## src/rtl/evtimer_regs_pkg.sv

```systemverilog
package evtimer_regs_pkg;
   localparam int REG_W  = 64;
   localparam int HALF_W = 32;
   localparam int CFG_W  = 2;
   localparam logic [CFG_W-1:0] CFG_WR_MASK = 2'b11;
   localparam logic [HALF_W-1:0] CAP_BASE  = 32'h8086_A001;

   typedef enum logic [2:0] {
      RK_NONE,
      RK_CAP,
      RK_CFG,
      RK_STAT,
      RK_CTR,
      RK_TCFG,
      RK_TCMP,
      RK_TROUTE
   } reg_kind_e;

   // Bits covered by an access: 4-byte accesses cover one half, 8-byte both.
   function automatic logic [REG_W-1:0] lane_mask(input logic wide, input logic hi);
      logic [REG_W-1:0] m;
      m = wide ? {REG_W{1'b1}} : {{HALF_W{1'b0}}, {HALF_W{1'b1}}};
      return hi ? (m << HALF_W) : m;
   endfunction
endpackage

```

## src/rtl/evtimer_addr_dec.sv

```systemverilog
module evtimer_addr_dec
   import evtimer_regs_pkg::*;
#(
   parameter int NUM_TIMERS = 3,
   parameter int ADDR_W     = 10,
   localparam int TID_W     = ADDR_W - 5
) (
   input  logic [ADDR_W-1:0] addr,
   output reg_kind_e         kind,
   output logic [TID_W-1:0]  tid,
   output logic              hi
);
   localparam logic [ADDR_W-1:0] WIN_BASE = ADDR_W'(12'h100);

   logic [ADDR_W-1:0] off;
   logic [7:0]        gofs;

   assign hi   = addr[2];
   assign off  = addr - WIN_BASE;
   assign tid  = off[ADDR_W-1:5];
   assign gofs = {addr[7:3], 1'b0, addr[1:0]};

   always_comb begin
      kind = RK_NONE;
      if (addr[1:0] != 2'b00) begin
         kind = RK_NONE;
      end else if (addr < WIN_BASE) begin
         unique case (gofs)
            8'h00:   kind = RK_CAP;
            8'h10:   kind = RK_CFG;
            8'h20:   kind = RK_STAT;
            8'hF0:   kind = RK_CTR;
            default: kind = RK_NONE;
         endcase
      end else if (int'(tid) < NUM_TIMERS) begin
         unique case (off[4:3])
            2'd0:    kind = RK_TCFG;
            2'd1:    kind = RK_TCMP;
            2'd2:    kind = RK_TROUTE;
            default: kind = RK_NONE;
         endcase
      end
   end
endmodule

```

## src/rtl/evtimer_glb_cfg.sv

```systemverilog
module evtimer_glb_cfg #(
   parameter int W = 2,
   parameter logic [W-1:0] WR_MASK = '1
) (
   input  logic         clk,
   input  logic         rst,
   input  logic         wr,
   input  logic [W-1:0] wmask,
   input  logic [W-1:0] wdata,
   output logic [W-1:0] cfg_q
);
   logic [W-1:0] eff_mask;
   assign eff_mask = wmask & WR_MASK;

   always_ff @(posedge clk) begin
      if (rst)     cfg_q <= '0;
      else if (wr) cfg_q <= (cfg_q & ~eff_mask) | (wdata & eff_mask);
   end
endmodule

```

## src/rtl/evtimer_main_ctr.sv

```systemverilog
module evtimer_main_ctr #(
   parameter int W = 64
) (
   input  logic         clk,
   input  logic         rst,
   input  logic         run,
   input  logic         wr,
   input  logic [W-1:0] wmask,
   input  logic [W-1:0] wdata,
   output logic [W-1:0] count
);
   always_ff @(posedge clk) begin
      if (rst)      count <= '0;
      else if (wr)  count <= (count & ~wmask) | (wdata & wmask);
      else if (run) count <= count + W'(1);
   end
endmodule

```

## src/rtl/evtimer_regs.sv

```systemverilog
module evtimer_regs
   import evtimer_regs_pkg::*;
#(
   parameter int NUM_TIMERS = 3,
   parameter int ADDR_W     = 10,
   parameter int unsigned TICK_FS = 32'd10_000_000,
   localparam int TID_W     = ADDR_W - 5,
   localparam int TBUS_W    = NUM_TIMERS * REG_W
) (
   input  logic                  clk,
   input  logic                  rst,
   input  logic                  bus_valid,
   input  logic                  bus_write,
   input  logic                  bus_wide,
   input  logic [ADDR_W-1:0]     bus_addr,
   input  logic [REG_W-1:0]      bus_wdata,
   output logic [REG_W-1:0]      bus_rdata,
   input  logic [NUM_TIMERS-1:0] tmr_status,
   input  logic [TBUS_W-1:0]     tmr_cfg_q,
   input  logic [TBUS_W-1:0]     tmr_cmp_q,
   input  logic [TBUS_W-1:0]     tmr_route_q,
   output logic                  glb_enable,
   output logic                  glb_legacy,
   output logic [REG_W-1:0]      ctr_value,
   output logic [NUM_TIMERS-1:0] tmr_wr_cfg,
   output logic [NUM_TIMERS-1:0] tmr_wr_cmp,
   output logic [NUM_TIMERS-1:0] tmr_wr_route,
   output logic [REG_W-1:0]      tmr_wdata,
   output logic [REG_W-1:0]      tmr_wmask,
   output logic [NUM_TIMERS-1:0] status_clr
);
   localparam logic [HALF_W-1:0] CAP_LO  = CAP_BASE | (HALF_W'(NUM_TIMERS - 1) << 8);
   localparam logic [REG_W-1:0]  CAP_VAL = {TICK_FS[HALF_W-1:0], CAP_LO};

   // Elaboration-time parameter checks
   if (NUM_TIMERS < 1 || NUM_TIMERS > 32) begin : g_bad_count
      $error("NUM_TIMERS must lie in 1..32");
   end
   if (ADDR_W < 9 || (256 + 32 * NUM_TIMERS) > (1 << ADDR_W)) begin : g_bad_addr
      $error("ADDR_W too small for the timer windows");
   end
   if (TICK_FS == 0) begin : g_bad_tick
      $error("TICK_FS must be non-zero");
   end

   reg_kind_e          kind;
   logic [TID_W-1:0]   tid;
   logic               hi;
   logic               wr_go;
   logic [REG_W-1:0]   placed;
   logic [REG_W-1:0]   lanes;
   logic [REG_W-1:0]   clr_bits;
   logic [CFG_W-1:0]   cfg_bits;
   logic [REG_W-1:0]   reg_val;

   evtimer_addr_dec #(
      .NUM_TIMERS(NUM_TIMERS),
      .ADDR_W    (ADDR_W)
   ) u_dec (
      .addr(bus_addr),
      .kind(kind),
      .tid (tid),
      .hi  (hi)
   );

   assign wr_go    = bus_valid && bus_write;
   assign lanes    = lane_mask(bus_wide, hi);
   assign placed   = hi ? (bus_wdata << HALF_W) : bus_wdata;
   assign clr_bits = placed & lanes;

   evtimer_glb_cfg #(
      .W      (CFG_W),
      .WR_MASK(CFG_WR_MASK)
   ) u_cfg (
      .clk  (clk),
      .rst  (rst),
      .wr   (wr_go && kind == RK_CFG),
      .wmask(lanes[CFG_W-1:0]),
      .wdata(placed[CFG_W-1:0]),
      .cfg_q(cfg_bits)
   );

   assign glb_enable = cfg_bits[0];
   assign glb_legacy = cfg_bits[1];

   evtimer_main_ctr #(
      .W(REG_W)
   ) u_ctr (
      .clk  (clk),
      .rst  (rst),
      .run  (glb_enable),
      .wr   (wr_go && kind == RK_CTR),
      .wmask(lanes),
      .wdata(placed),
      .count(ctr_value)
   );

   // Per-timer write strobes
   for (genvar n = 0; n < NUM_TIMERS; n++) begin : g_tmr
      logic hit;
      assign hit             = wr_go && (tid == TID_W'(n));
      assign tmr_wr_cfg[n]   = hit && (kind == RK_TCFG);
      assign tmr_wr_cmp[n]   = hit && (kind == RK_TCMP);
      assign tmr_wr_route[n] = hit && (kind == RK_TROUTE);
   end

   assign tmr_wdata  = placed;
   assign tmr_wmask  = lanes;
   assign status_clr = (wr_go && kind == RK_STAT) ? clr_bits[NUM_TIMERS-1:0] : '0;

   // Read path
   always_comb begin
      reg_val = '0;
      unique case (kind)
         RK_CAP:    reg_val = CAP_VAL;
         RK_CFG:    reg_val = REG_W'(cfg_bits);
         RK_STAT:   reg_val = REG_W'(tmr_status);
         RK_CTR:    reg_val = ctr_value;
         RK_TCFG:   reg_val = tmr_cfg_q[int'(tid)*REG_W +: REG_W];
         RK_TCMP:   reg_val = tmr_cmp_q[int'(tid)*REG_W +: REG_W];
         RK_TROUTE: reg_val = tmr_route_q[int'(tid)*REG_W +: REG_W];
         default:   reg_val = '0;
      endcase
      bus_rdata = hi ? (reg_val >> HALF_W) : reg_val;
   end
endmodule

```

## config.mk

```make
export PLATFORM = sky130hd
export DESIGN_NAME = evtimer_regs
export DESIGN_NICKNAME = d
export VERILOG_FILES = /design/src/rtl/evtimer_regs_pkg.sv /design/src/rtl/evtimer_addr_dec.sv /design/src/rtl/evtimer_glb_cfg.sv /design/src/rtl/evtimer_main_ctr.sv /design/src/rtl/evtimer_regs.sv
export SDC_FILE = /design/constraint.sdc
export NUM_CORES = 1
export LEC_CHECK = 0
export BUFFER_PORTS_ARGS = -buffer_cell sky130_fd_sc_hd__buf_4
export CORE_AREA = 4 4 354 356
export DETAILED_ROUTE_END_ITERATION = 7
export DIE_AREA = 0 0 358 360
export HOLD_SLACK_MARGIN = 0.15
export PLACE_DENSITY = 0.33
export SLEW_MARGIN = 0
export SYNTH_ARGS = -nofsm -noshare
export SYNTH_HDL_FRONTEND = slang
export SYNTH_HIERARCHICAL = 1
export SYNTH_SLANG_ARGS = --single-unit
```

## constraint.sdc

```tcl
create_clock -name clk -period 6.1 [get_ports clk]
set_input_delay 0 -clock clk [delete_from_list [all_inputs] [get_ports clk]]
set_output_delay 0 -clock clk [all_outputs]
set_load 0.05 [all_outputs]
```

==> flow_summary.toml <==
[worst_setup_path]
r2r.worst_path.cells = 6
start_kind = "primary input"
cp_max_fo = 47
endpoint = "bus_rdata[0]"
slowest_delay_ps = 910
crit_path_end_kind = "output pin"
critPathLaunch = "bus_addr[8]"
cp_cell_sequence = "buf_4 -> inv_1 -> ha_1 -> nor3b_2 -> nand2b_1 -> o22ai_4 -> buf_12 -> and3b_4 -> a2111oi_0 -> nor4_1 -> a211oi_1 -> o22ai_1 -> buf_4"
r2r_slack_ps = 2660
worstPathRequired_ps = 6100
crit_arrival_ps = 4530
critPathKind = "primary input to output pin"
slowest_stage = "nor4_1"
crit_top_cell = "buf_4"

[detailed_routing]
vias_per_cell = 4.62
top_layer = "met5"
avgRoutedWirePerCell_um = 35.8
route.detailed.drc = 0
drt-met1-wl_um = 63700
route.met2.wl_um = 74800
drt_first_pass_iters = 6
drtIter0Drc = 1936
via_count = 20000
antenna_left = 0
wl_met3_um = 13400
routed_wirelength_um = 155000

[sta]
timing.fmax_ghz = 0.221
setup_viol = 0
rsz0062_at_grt = "false"
worst_slew_pin_slew_ps = 1250
period_share_pct = 74.2
setup-tns-final_ps = 0
period_needed_ps = 4530
finalMaxSlewViolations = 0
skew_ps = 15.5
hold_violations = 0
worst_slack_ps = 1570
slew_headroom_pct = 16.1

[clock_network]
worstSkewPairLatency_ps = 370
clockBufferDepth = 2
cts_tree = "done"
cts_inserted_buffers = 9
post_cts_resized = 0
clk_pin_slew_ps = 60
cts.htree.levels = 3
cts_sinks = 66
clock-root-buffer = "clkbuf_16"

[global_route]
overflow = 0
antenna_found_initial = 73
grt_pass1_wl_um = 197000
grt_pass1_vias = 19600
grt_max_degree = 112
grt_use_total_pct = 22.6

[floorplanning]
boundaryPins = 928
die_w_um = 358
start_util_pct = 10.5
rows = 128
die_area_um2 = 129000
die_h_um = 360
core_area_um2 = 122000

[worst_hold_path]
hp-class = "primary input to flop"

[power_and_ir_drop]
power.leakage_nw = 8.57
power.density_nw_per_um2 = 110
ir_drop_v = 0.0000947

[logic_synthesis]
avgSynthCellArea_um2 = 6.79
ys_ff_latch = 66
ys_seq_area_share_pct = 10.4
yosys.area.top_type = "dfxtp_1"
ys_warn_count = 6
synth_edf_count = 0
synth-main-ff-cell = "dfxtp_1"
synthCells = 1877
synthesis.area_um2 = 12700
synth_cell_type_count = 87
async_flop_share_pct = 0
synth_nets = 2541
synthTopCellsByArea = "dfxtp_1 10%, nand2_1 5.9%, buf_4 4.8%"
netlist.area_leader.share_pct = 10.4

[layout]
syn2layout_area_growth_pct = 69.3
register_area_um2 = 1320
final_nets = 3310
fillerInstances = 14100
drive_above_1_share_pct = 41.9
finalNonFillerCells = 4320
multi_input_area_um2 = 9860

[placed_design]
dp_cells = 4248
io_buffers = 927
pre_cts_slack_ps = 1500
place.gp.congestion = 0.899
dp_hpwl_um = 131000

[run_status]
status = "complete, no violations"

[flow_run]
max_cap_violations = 0
-- through the flow --
| stage | cell area (um^2) | total power [mW] | hold WS [ps] | util (%) |
|---|---|---|---|---|
| finish | 21600 | 2.36 | 155 | 17.7 |
| global route | 21500 | 2.45 | 182 | 17.7 |
| floorplan | 12700 | 1.04 | 69.1 | - |
| CTS | 21500 | 2.38 | 163 | 17.6 |
| global placement | 21000 | 1.73 | 392 | 17.3 |
| detailed placement | 21000 | 1.73 | 393 | 17.3 |
-- worst max-delay path, delay by kind of cell --
kind                       cells  cell delay (ps)
and+or+nand+nor                4             1980
AOI/OAI and AO/OA              4             1420
buffers and inverters          4              810
adders and majority gates      1              250
-- cell usage after synthesis, drive strengths merged, types with 9 or more instances --
| cell | number |
|---|---|
| nand2 | 202 |
| buf | 172 |
| o21ai | 123 |
| a21oi | 115 |
| nor2 | 113 |
| nand3 | 76 |
| inv | 74 |
| clkbuf | 73 |
| nor2b | 72 |
| a221oi | 67 |
| dfxtp | 66 |
| nand4 | 60 |
| mux2i | 52 |
| mux2 | 48 |
| o211ai | 45 |
| a211oi | 39 |
| a221o | 33 |
| a32oi | 31 |
| nor4 | 26 |
| nor3 | 24 |
| a31oi | 23 |
| o2111ai | 22 |
| a22oi | 20 |
| a2111oi | 17 |
| and3 | 17 |
| nand2b | 17 |
| o221ai | 16 |
| a21boi | 15 |
| and2 | 14 |
| o31ai | 13 |
| o32ai | 13 |
| a22o | 11 |
| o22ai | 11 |
| or3 | 11 |
| a2bb2oi | 10 |
| a211o | 9 |
| a31o | 9 |
| and4 | 9 |
| nor3b | 9 |
| or2 | 9 |
-- timing repair --
| item | in CTS | in global routing |
|---|---|---|
| endpoints found under the setup margin | 0 | 0 |
| buffers inserted | 0 | 0 |
| hold buffers | 12 | 0 |
| endpoints found under the hold margin | 18 | 0 |
-- layout make-up --
class	instances	area share (%)
inverters	75	1.32
flip-flops and latches	66	6.12
well taps	1625	9.42
clock buffers	9	1.04
multi-input cells	1491	45.7
diodes	44	0.510
clock inverters	7	0.545
repair buffers	1003	35.4
-- where the power goes --
group	internal, mW	total [mW]	switching, mW
combinational	0.500	1.21	0.712
sequential	0.447	0.515	0.0678
clock	0.399	0.638	0.239
total	1.35	2.36	1.02
-- layout by cell type (no fill, tap or decap), types with 12 or more instances in the layout --
master / instances
buf_4: 985
nand2_1: 201
o21ai_0: 121
a21oi_1: 115
nor2_1: 110
nand3_1: 75
inv_1: 73
nor2b_1: 72
dfxtp_1: 66
nand4_1: 59
a221oi_1: 56
mux2i_1: 52
mux2_2: 48
o211ai_1: 45
diode_2: 44
a211oi_1: 39
a221o_1: 33
a32oi_1: 31
nor4_1: 25
a31oi_1: 23
nor3_1: 23
o2111ai_1: 22
a22oi_1: 20
nand2b_1: 17
o221ai_1: 16
a2111oi_0: 16
and3_1: 16
a21boi_0: 14
o31ai_1: 13
o32ai_1: 13
dlygate4sd3_1: 12
-- layer usage --
layer	track usage, %	up-vias
met5	0	-
met4	5.64	28
met3	6.61	123
met2	38.3	1027
met1	27.9	9943
li1	-	8841
-- worst min-delay path by stage --
stage,start,to,slack [ps],cells after the start
global route,bus_wdata[46],flop,180,4
floorplan,rst,flop,70,1
global placement,bus_wdata[2],status_clr[2],390,3
CTS,bus_wdata[10],flop,160,4
detailed placement,bus_wdata[2],status_clr[2],390,3
finish,bus_wdata[10],flop,160,4
-- cell families (layout without fill, tap and decap cells) --
family                     Yosys count  after routing  share of synthesized area (%)
other                                0             44                              0
buffers and inverters              320           1094                           13.1
xor gates and xnor gates             3              3                          0.206
DFF                                 66             66                           10.4
and+or+nand+nor                    680            680                           27.1
AOI/OAI and AO/OA                  702            702                           40.3
muxes                              100            100                           8.32
adders and majority gates            6              6                          0.589
(Power assumes the default switching activity.)
